### config.mk
export PLATFORM = sky130hd
export DESIGN_NAME = bitserial_adder
export DESIGN_NICKNAME = d
export VERILOG_FILES = /design/src/rtl/bsa_pkg.sv /design/src/rtl/bsa_shreg.sv /design/src/rtl/bsa_fa.sv /design/src/rtl/bsa_ctrl.sv /design/src/rtl/bitserial_adder.sv
export SDC_FILE = /design/constraint.sdc
export NUM_CORES = 1
export LEC_CHECK = 0
export CAP_MARGIN = 10
export CORE_MARGIN = 2
export CORE_UTILIZATION = 46
export CTS_CLUSTER_DIAMETER = 60
export DETAILED_ROUTE_END_ITERATION = 16
export HOLD_SLACK_MARGIN = 0.03
export PLACE_DENSITY = 0.81
export SYNTH_ARGS = -nofsm -noshare
export SYNTH_HDL_FRONTEND = slang
export SYNTH_SLANG_ARGS = --single-unit
### constraint.sdc
create_clock -name clk -period 1.4 [get_ports clk]
set_input_delay 0.35 -clock clk [delete_from_list [all_inputs] [get_ports clk]]
set_output_delay 0.35 -clock clk [all_outputs]
set_load 0.02 [all_outputs]
### src/rtl/bsa_pkg.sv
package bsa_pkg;
    typedef enum logic [1:0] {
        ST_IDLE = 2'd0,
        ST_RUN  = 2'd1,
        ST_FIN  = 2'd2
    } bsa_state_t;
endpackage

### src/rtl/bsa_shreg.sv
// Right-shifting register with parallel load; serial data enters at the MSB.
module bsa_shreg #(
    parameter int WIDTH = 8
) (
    input  logic             clk,
    input  logic             rst_n,
    input  logic             load,
    input  logic             shift,
    input  logic [WIDTH-1:0] par_in,
    input  logic             ser_in,
    output logic [WIDTH-1:0] q
);
    logic [WIDTH-1:0] q_next;

    for (genvar i = 0; i < WIDTH; i++) begin : g_bit
        if (i == WIDTH - 1) begin : g_top
            always_comb begin
                if (load)       q_next[i] = par_in[i];
                else if (shift) q_next[i] = ser_in;
                else            q_next[i] = q[i];
            end
        end else begin : g_mid
            always_comb begin
                if (load)       q_next[i] = par_in[i];
                else if (shift) q_next[i] = q[i+1];
                else            q_next[i] = q[i];
            end
        end
    end

    always_ff @(negedge clk or negedge rst_n) begin
        if (!rst_n) q <= '0;
        else        q <= q_next;
    end
endmodule

### src/rtl/bsa_fa.sv
// Single full-adder cell reused on every bit position.
module bsa_fa (
    input  logic x,
    input  logic y,
    input  logic cin,
    output logic s,
    output logic co
);
    always_comb begin
        s  = x ^ y ^ cin;
        co = (x & y) | (cin & (x ^ y));
    end
endmodule

### src/rtl/bsa_ctrl.sv
// Sequencer: idle, run for WIDTH bit cycles, finish for one cycle.
module bsa_ctrl
    import bsa_pkg::*;
#(
    parameter int WIDTH = 8
) (
    input  logic clk,
    input  logic rst_n,
    input  logic start,
    output logic load,
    output logic shift,
    output logic busy,
    output logic done
);
    localparam int CW = (WIDTH > 1) ? $clog2(WIDTH) : 1;
    localparam logic [CW-1:0] LAST = CW'(WIDTH - 1);

    bsa_state_t state, state_next;
    logic [CW-1:0] bit_idx;

    always_comb begin
        state_next = state;
        unique case (state)
            ST_IDLE: if (start) state_next = ST_RUN;
            ST_RUN:  if (bit_idx == LAST) state_next = ST_FIN;
            ST_FIN:  state_next = start ? ST_RUN : ST_IDLE;
            default: state_next = ST_IDLE;
        endcase
    end

    always_ff @(negedge clk or negedge rst_n) begin
        if (!rst_n) begin
            state   <= ST_IDLE;
            bit_idx <= '0;
        end else begin
            state <= state_next;
            if (state == ST_RUN) bit_idx <= bit_idx + 1'b1;
            else                 bit_idx <= '0;
        end
    end

    always_comb begin
        load  = 1'b0;
        shift = 1'b0;
        busy  = 1'b0;
        done  = 1'b0;
        unique case (state)
            ST_IDLE: load = start;
            ST_RUN: begin
                shift = 1'b1;
                busy  = 1'b1;
            end
            ST_FIN: begin
                done = 1'b1;
                load = start;
            end
            default: ;
        endcase
    end
endmodule

### src/rtl/bitserial_adder.sv
module bitserial_adder #(
    parameter int WIDTH = 8
) (
    input  logic             clk,
    input  logic             rst_n,
    input  logic             start,
    input  logic [WIDTH-1:0] a_in,
    input  logic [WIDTH-1:0] b_in,
    output logic             busy,
    output logic             done,
    output logic [WIDTH-1:0] sum,
    output logic             cout
);
    logic             load, shift;
    logic [WIDTH-1:0] acc_q, add_q;
    logic             fa_s, fa_co;
    logic             carry_q;

    bsa_ctrl #(.WIDTH(WIDTH)) u_ctrl (
        .clk   (clk),
        .rst_n (rst_n),
        .start (start),
        .load  (load),
        .shift (shift),
        .busy  (busy),
        .done  (done)
    );

    // Accumulator: operand A in, sum bits return at the MSB end.
    bsa_shreg #(.WIDTH(WIDTH)) u_acc (
        .clk    (clk),
        .rst_n  (rst_n),
        .load   (load),
        .shift  (shift),
        .par_in (a_in),
        .ser_in (fa_s),
        .q      (acc_q)
    );

    // Addend: operand B, zero-filled from the MSB end.
    bsa_shreg #(.WIDTH(WIDTH)) u_addend (
        .clk    (clk),
        .rst_n  (rst_n),
        .load   (load),
        .shift  (shift),
        .par_in (b_in),
        .ser_in (1'b0),
        .q      (add_q)
    );

    bsa_fa u_fa (
        .x   (acc_q[0]),
        .y   (add_q[0]),
        .cin (carry_q),
        .s   (fa_s),
        .co  (fa_co)
    );

    always_ff @(negedge clk or negedge rst_n) begin
        if (!rst_n)     carry_q <= 1'b0;
        else if (load)  carry_q <= 1'b0;
        else if (shift) carry_q <= fa_co;
    end

    assign sum  = acc_q;
    assign cout = carry_q;
endmodule

==> impl_metrics.ini, run 1 <==
[status]
status = complete, but fails checks
failed_checks = setup timing

[drt]
route.detailed.drc = 0
vias = 954
wl_per_cell_um = 16.1
first_iter_violations = 9
routed_via_density = 5.51
ant_nets = 0
wl_mm = 2.79
first_pass_iters = 6

[synth]
synth_top_area_share_pct = 53.1
syn_avg_cell_area_um2 = 10.6
synth.distinct_cells = 22
yosysWarningCount = 0
syn_inst = 98
ys_seq_elements = 22
synth_edf_count = 0
synth_nets = 120
ys_seq_area_share_pct = 53.1
syn_area_um2 = 1040
synth_common_cells = dfrtn_1 (22), nor2_1 (15), nor3_1 (12)
synthArstFlopShare_pct = 100
yosysMostFrequentCell = dfrtn_1
synth.area.top_cells = dfrtn_1 (53%), o22ai_1 (6.6%), nor3_1 (5.8%), nor2_1 (5.4%), mux2i_1 (3.9%)
synth_flop_cell = dfrtn_1
synth_top_area_cell = dfrtn_1

[timing]
holdWs_ps = 378
drv_slew = 0
finalSetupViolations = 24
tightest_slew_ps = 378
grt_setup_unrepaired = yes
fin_skew_ps = 2.99
setup_slack_ps = -693
hold_violations = 0
maxSlewHeadroom_pct = 74.8

[worst_setup_path]
crit_path_end_kind = output pin
r2r-start = u_acc.q[0]
arrival_ps = 1740
crit_path_max_fanout = 3
cp.required_ps = 1050
cpPeakStageDelay_ps = 440
cp.depth = 3
cp_slowest_cell = dfrtn_1
endpoint = busy
cp-start-kind = flip-flop
path_cells = nand2b_4, inv_4, buf_6
rrSetupSlack_ps = -100
crit_start = u_ctrl.state[1]
crit_type = flip-flop to output pin
reg2reg_to = u_acc.q[7]
crit_family = flip-flops
path_buf_inv = 2
reg2regPathDepth = 5

[finish]
area_delta_synth_final_pct = 68.5
fill_cells = 137
fin_nets = 169
stdcell_count = 173
diodes = 0
fin_util_pct = 80.6
drive_gt1_share_pct = 45.5

[floorplan]
die_area_um2 = 2650
chipWidth_um = 51.5
core_area_um2 = 2170
ios = 30
initial_utilization_pct = 47.8
die_y_um = 51.5
num_rows = 17

[clock_tree]
htree_levels = 1
clock_sinks = 22
numCtsBuffers = 3
clock_path_buffers = 2
cts.clk_slew.worst_paths_ps = 80
tritoncts = done
clk_latency_ps = 300
cts_root_buf = clkbuf_4

[hold_path]
hp-class = flip-flop to flip-flop

[power_and_ir_drop]
finalPower_w = 0.00390
powerDensity_nw_per_um2 = 2230
p_leak_nw = 0.759
peakVddDrop_v = 0.00181

[place]
routabilityCongestion = 0.708
placed_cells = 166
io_buffers = 29
dp_hpwl_mm = 1.67

[job]
maxCapViolations = 0

[global_routing]
grt_pass1_vias = 946
antenna_found_initial = 0
grtUsageTotal_pct = 22.5
grt_pass1_wl_mm = 4.34
grt_max_degree = 23
gr-total-overflow = 0
-- cell type report --
class | count | area [µm²] | area share, %
multi-input cells | 65 | 594 | 34.0
flip-flops and latches | 22 | 551 | 31.5
repair buffers | 51 | 528 | 30.2
well taps | 28 | 35.0 | 2.00
clock buffers | 3 | 22.5 | 1.29
inverters | 4 | 17.5 | 1.00
-- placed cells by master (no fill, tap or decap) --
| master | count |
|---|---|
| nor2b_1 | 1 |
| dfrtn_1 | 22 |
| mux2i_1 | 4 |
| nor3_4 | 10 |
| fa_1 | 1 |
| nor2b_4 | 1 |
| clkbuf_4 | 3 |
| o22ai_2 | 3 |
| clkdlybuf4s15_1 | 3 |
| nand2b_1 | 1 |
| buf_4 | 16 |
| o21ai_1 | 1 |
| nor2_4 | 1 |
| buf_6 | 12 |
| and2_1 | 3 |
| o22ai_1 | 8 |
| nor3_2 | 2 |
| a21oi_1 | 3 |
| nor2_1 | 13 |
| buf_12 | 3 |
| nor2_2 | 1 |
| inv_2 | 2 |
| nor2b_2 | 3 |
| nand2b_4 | 1 |
| dlygate4sd2_1 | 12 |
| buf_8 | 2 |
| inv_1 | 1 |
| ha_1 | 2 |
| inv_4 | 1 |
| buf_16 | 1 |
| clkdlybuf4s50_1 | 2 |
| a211oi_2 | 4 |
| a22o_1 | 2 |
-- metrics by stage --
| stage | instance area [µm²] | setup TNS [ps] | worst slack [ps] |
|---|---|---|---|
| floorplan | 1080 | -5470 | -483 |
| global placement | 1510 | -22750 | -826 |
| detailed placement | 1510 | -23210 | -841 |
| CTS | 1680 | -6800 | -695 |
| global route | 1750 | -7660 | -742 |
| finish | 1750 | -7000 | -693 |
-- metal layers --
metal / global-route usage, % / share of wire [%] / up-vias
met2: 39.5 / 53 / 32
met4: 6.58 / 1.5 / 0
li1: - / - / 444
met1: 28.9 / 40 / 474
met3: 2.92 / 5.5 / 4
met5: 0 / 0 / -
-- power by group --
group          switching (W)  total (W)  internal (W)
logic                0.00117    0.00241       0.00124
registers           0.000238    0.00120      0.000965
clock network       0.000179   0.000279      0.000101
-- how the worst min path moves through the flow --
stage,cells past startpoint,end,from,slack [ps]
final,1,u_ctrl.bit_idx[0],u_ctrl.bit_idx[0],380
after global routing,1,u_ctrl.bit_idx[0],u_ctrl.bit_idx[0],430
after CTS,1,u_ctrl.bit_idx[0],u_ctrl.bit_idx[0],400
after detailed placement,1,u_ctrl.bit_idx[0],u_ctrl.bit_idx[0],390
after global placement,1,u_ctrl.bit_idx[0],u_ctrl.bit_idx[0],360
after floorplan,1,u_ctrl.bit_idx[0],u_ctrl.bit_idx[0],350
-- worst reg2reg max path, delay by kind of cell, from the launching register on --
kind            cells  cell delay, ps
flops               1             450
fa+ha+maj           1             570
buf+inv             3             230
compound gates      1              80
-- logic make-up (layout without fill, tap and decap cells) --
logic type	Yosys count	after routing	synth area share, %
AOI/OAI and AO/OA	21	21	13.6
adders and majority gates	3	3	4.34
buffers and inverters	11	58	6.39
DFF	22	22	53.1
muxes	4	4	3.86
and+or+nand+nor	37	37	18.7
-- repair_timing --
action,in CTS,in global routing
gates cloned,1,0
setup buffers,2,2
hold buffers,0,0
resized for setup,107,17
pin swaps,27,11
setup endpoints to repair,29,27
-- state kept, by name, indices dropped and copies added (netlist names) --
signal	count
cout	1
u_acc.q	8
u_ctrl.state	2
u_addend.q	8
u_ctrl.bit_idx	3
Note: power is estimated with default switching activity, not from simulation.
==> run 2: changes to the inputs <==
--- a/config.mk
+++ b/config.mk
@@ -5,7 +5,8 @@
 export SDC_FILE = /design/constraint.sdc
 export NUM_CORES = 1
 export LEC_CHECK = 0
-export CAP_MARGIN = 10
+export CAP_MARGIN = 40
+export CORE_ASPECT_RATIO = 1.2
 export CORE_MARGIN = 2
 export CORE_UTILIZATION = 46
 export CTS_CLUSTER_DIAMETER = 60
==> impl_metrics.ini, run 2 (same netlist as run 1, synthesis figures left out) <==
[worst_setup_path]
cpPeakStageDelay_ps = 440
crit_path_max_fanout = 3
crit_type = flip-flop to output pin
reg2reg_to = u_acc.q[7]
path_cells = nand2b_4, inv_4, buf_6
endpoint = busy
cp-start-kind = flip-flop
crit_path_end_kind = output pin
crit_start = u_ctrl.state[1]
cp_slowest_cell = dfrtn_1
arrival_ps = 1750
path_buf_inv = 2
r2r-start = u_acc.q[0]
reg2regPathDepth = 4
crit_family = flip-flops
rrSetupSlack_ps = 10
cp.required_ps = 1050
cp.depth = 3

[finish]
drive_gt1_share_pct = 41.8
fin_util_pct = 81.4
fin_nets = 169
final_common_cell = dfrtn_1
area_delta_synth_final_pct = 64.3
diodes = 0
final_cell_mix = dfrtn_1 (22), buf_4 (17), nor2_1 (14), dlygate4sd2_1 (14), buf_6 (11)
final_area_um2 = 1700
reg_top3 = u_acc.q (8), u_addend.q (8), u_ctrl.bit_idx (3)

[drt]
route.detailed.drc = 0
vias = 954
wl_mm = 2.54
wl_per_cell_um = 14.5
first_iter_violations = 16
ant_nets = 0
routed_via_density = 5.42
first_pass_iters = 4

[global_routing]
gr-total-overflow = 0
antenna_found_initial = 0
grtUsageTotal_pct = 22.0
grt_pass1_wl_mm = 4.26
grt_pass1_vias = 971
grt_max_degree = 23

[place]
dp_hpwl_mm = 1.66
routabilityCongestion = 0.709
dpl_cell_area_um2 = 1500
io_buffers = 29

[floorplan]
die_area_um2 = 2650
num_rows = 18
core_area_um2 = 2090
chipWidth_um = 47.4
initial_utilization_pct = 49.5
die_y_um = 56.0
ios = 30

[clock_tree]
htree_levels = 1
clock_sinks = 22
numCtsBuffers = 3
cts.clk_slew.worst_paths_ps = 80
tritoncts = done
clk_latency_ps = 310
cts_root_buf = clkbuf_4
hold_buffers = 0
clock_path_buffers = 2

[timing]
maxSlewHeadroom_pct = 78.5
fin_skew_ps = 2.39
grt_setup_unrepaired = yes
drv_slew = 0
finalSetupViolations = 24
tns_ps = -6640
tightest_slew_ps = 323
setup_slack_ps = -705
hold_violations = 0

[power_and_ir_drop]
peakVddDrop_v = 0.00206
p_leak_nw = 0.755
powerDensity_nw_per_um2 = 2240
finalPower_w = 0.00382

[job]
maxCapViolations = 0

[status]
status = complete, but fails checks
failed_checks = setup timing

[hold_path]
hp-class = flip-flop to flip-flop
==> run 2: changes by cell type in the layout (fill, tap and decap cells not counted), sizes merged <==
| cell | before | now |
|---|---|---|
| clkbuf | 3 | 4 |
| clkdlybuf4s15 | 3 | 2 |
| clkdlybuf4s50 | 2 | 1 |
| dlygate4sd2 | 12 | 14 |
==> run 2: how the worst min path moves through the flow <==
stage	cells past startpoint	to	from
after detailed placement	1	u_ctrl.bit_idx[0]	u_ctrl.bit_idx[0]
final	1	u_ctrl.bit_idx[0]	u_ctrl.bit_idx[0]
after global placement	1	u_ctrl.bit_idx[0]	u_ctrl.bit_idx[0]
after global routing	1	u_ctrl.bit_idx[0]	u_ctrl.bit_idx[0]
after floorplan	1	u_ctrl.bit_idx[0]	u_ctrl.bit_idx[0]
after CTS	1	u_ctrl.bit_idx[0]	u_ctrl.bit_idx[0]
==> run 2: report_power, final <==
group | internal, W | switching (W)
sequential | 0.000965 | 0.000232
clock | 0.000159 | 0.000195
combinational | 0.00118 | 0.00108
total | 0.00231 | 0.00151
==> run 2: area by class of cell <==
class	instances	area, µm²
Multi-Input combinational cell	65	558
Sequential cell	22	551
Timing Repair Buffer	51	504
Fill cell	129	390
Tap cell	30	37.5
Clock buffer	4	36.3
Inverter	4	17.5
==> run 2: stage by stage <==
step | hold WS, ps | setup slack, ps | cells
finish | 380 | -705 | 176
floorplan | 348 | -483 | 98
CTS | 382 | -701 | 174
global placement | 364 | -828 | 168
detailed placement | 380 | -853 | 168
global route | 395 | -738 | 176
==> run 2: layer usage <==
layer | track usage, % | vias to the layer above | wire (µm)
li1 | - | 443 | -
met1 | 29.1 | 462 | 1020
met2 | 34.2 | 40 | 1310
met3 | 3.57 | 9 | 148
met4 | 9.52 | 0 | 65
met5 | 0 | - | 0
==> run 2: timing repair <==
item	in CTS	in global routing
resized for setup	105	13
endpoints found under the setup margin	29	26
pin swaps	28	13
setup buffers	2	2
==> run 3: changes to the inputs <==
--- a/config.mk
+++ b/config.mk
@@ -5,13 +5,16 @@
 export SDC_FILE = /design/constraint.sdc
 export NUM_CORES = 1
 export LEC_CHECK = 0
+export ABC_CLOCK_PERIOD_IN_PS = 1400
 export CAP_MARGIN = 40
 export CORE_ASPECT_RATIO = 1.2
 export CORE_MARGIN = 2
 export CORE_UTILIZATION = 46
 export CTS_CLUSTER_DIAMETER = 60
 export DETAILED_ROUTE_END_ITERATION = 16
+export GPL_TIMING_DRIVEN = 0
 export HOLD_SLACK_MARGIN = 0.03
+export MAX_ROUTING_LAYER = met4
 export PLACE_DENSITY = 0.81
 export SYNTH_ARGS = -nofsm -noshare
 export SYNTH_HDL_FRONTEND = slang
==> impl_metrics.ini, run 3 (same netlist as run 1, synthesis figures left out) <==
[status]
status = complete, but fails checks
failed_checks = setup timing

[drt]
wl_mm = 3.27
first_iter_violations = 17
vias = 1021
wl_per_cell_um = 18.1
first_pass_iters = 5
route.detailed.drc = 0
ant_nets = 0
routed_via_density = 5.67

[power_and_ir_drop]
peakVddDrop_v = 0.00173
finalPower_w = 0.00412
p_leak_nw = 0.793
powerDensity_nw_per_um2 = 2310

[finish]
register_area_um2 = 551
multiInputGateArea_um2 = 592
final_common_cell = dfrtn_1
final_cell_mix = dfrtn_1 (22), buf_6 (18), buf_4 (16)
fin_util_pct = 85.2
fin_nets = 173
diodes = 0
drive_gt1_share_pct = 48.7
reg_top3 = u_acc.q (8), u_addend.q (8), u_ctrl.bit_idx (3)
area_delta_synth_final_pct = 72.1
fill_cells = 119

[clock_tree]
clock_path_buffers = 2
cts.clk_slew.worst_paths_ps = 80
hold_buffers = 0
clock_sinks = 22
tritoncts = done
cts_root_buf = clkbuf_4
numCtsBuffers = 3
htree_levels = 1
clk_latency_ps = 320

[floorplan]
chipWidth_um = 47.4
initial_utilization_pct = 49.5
ios = 30
core_area_um2 = 2090
die_area_um2 = 2650
num_rows = 18
die_y_um = 56.0

[worst_setup_path]
arrival_ps = 1960
crit_type = flip-flop to output pin
r2r-start = u_ctrl.state[1]
cp.required_ps = 1050
cp-start-kind = flip-flop
crit_path_end_kind = output pin
crit_path_max_fanout = 4
reg2regPathDepth = 7
crit_start = u_ctrl.state[1]

[global_routing]
use_met1_pct = 29.4
antenna_found_initial = 0
use_met2_pct = 36.9
grt_use_met3_pct = 1.95
grtUsageTotal_pct = 22.8
grt_pass1_wl_mm = 4.35
grt_max_degree = 17
grt_pass1_vias = 969
busiest_layer = met2
gr-total-overflow = 0

[timing]
finalSetupViolations = 22
setup_slack_ps = -912
hold_violations = 0
maxSlewHeadroom_pct = 72.5
drv_slew = 0
tightest_slew_ps = 412
grt_setup_unrepaired = yes
fin_skew_ps = 4.87
holdWs_ps = 394

[hold_path]
min_from = u_ctrl.bit_idx[0]
hp-class = flip-flop to flip-flop
holdPathStages = 1

[place]
pre_cts_ws_ps = -1180
routabilityCongestion = 0.728
dp_hpwl_mm = 1.79
io_buffers = 29

[job]
maxCapViolations = 0
-- run 3: power breakdown --
part | switching [W] | internal (W)
Sequential | 0.000270 | 0.000965
Clock | 0.000214 | 0.000160
Combinational | 0.00122 | 0.00129
Total | 0.00171 | 0.00241
-- run 3: layout make-up --
type	instances	area share, %
Clock buffer	4	2.03
Sequential cell	22	30.8
Buffer	6	3.99
Tap cell	30	2.10
Timing Repair Buffer	49	26.8
Inverter	4	1.12
Multi-Input combinational cell	65	33.1
-- run 3: path summary, 6_finish.rpt --
path | slack, ps | endpoint
setup reg to reg | -40 | u_acc.q[1]
setup / recovery | -910 | busy
hold reg to reg | 390 | u_ctrl.bit_idx[0]
min in group asynchronous | 510 | u_addend.q[3]
hold / removal | 390 | u_ctrl.bit_idx[0]
max in group asynchronous | 410 | u_ctrl.bit_idx[0]
-- run 3: worst max-delay path: stages (launching register included) --
cell,delay [ps]
dfrtn_1,410
buf_6,110
nand2b_4,140
inv_6,40
buf_8,110
buf_6,120
-- run 3: stage by stage --
step,TNS (ps),cell area [µm²],cells
detailed placement,-33210,1430,158
finish,-7090,1790,180
CTS,-6880,1640,175
global route,-7790,1790,180
global placement,-43290,1410,157
floorplan,-5470,1080,98
-- run 3: metal layers --
layer  vias to the layer above  wire [µm]
li1                        445          -
met1                       510       1310
met2                        46       1660
met3                        20        152
met4                         0        140
met5                         -          0
-- run 3: repair_timing --
item | in CTS | in global routing
gates resized for setup | 108 | 26
setup endpoints to repair | 29 | 42
pin swaps | 8 | 9
hold endpoints to repair | 0 | 0
buffers inserted | 13 | 6
cloned | 1 | 0
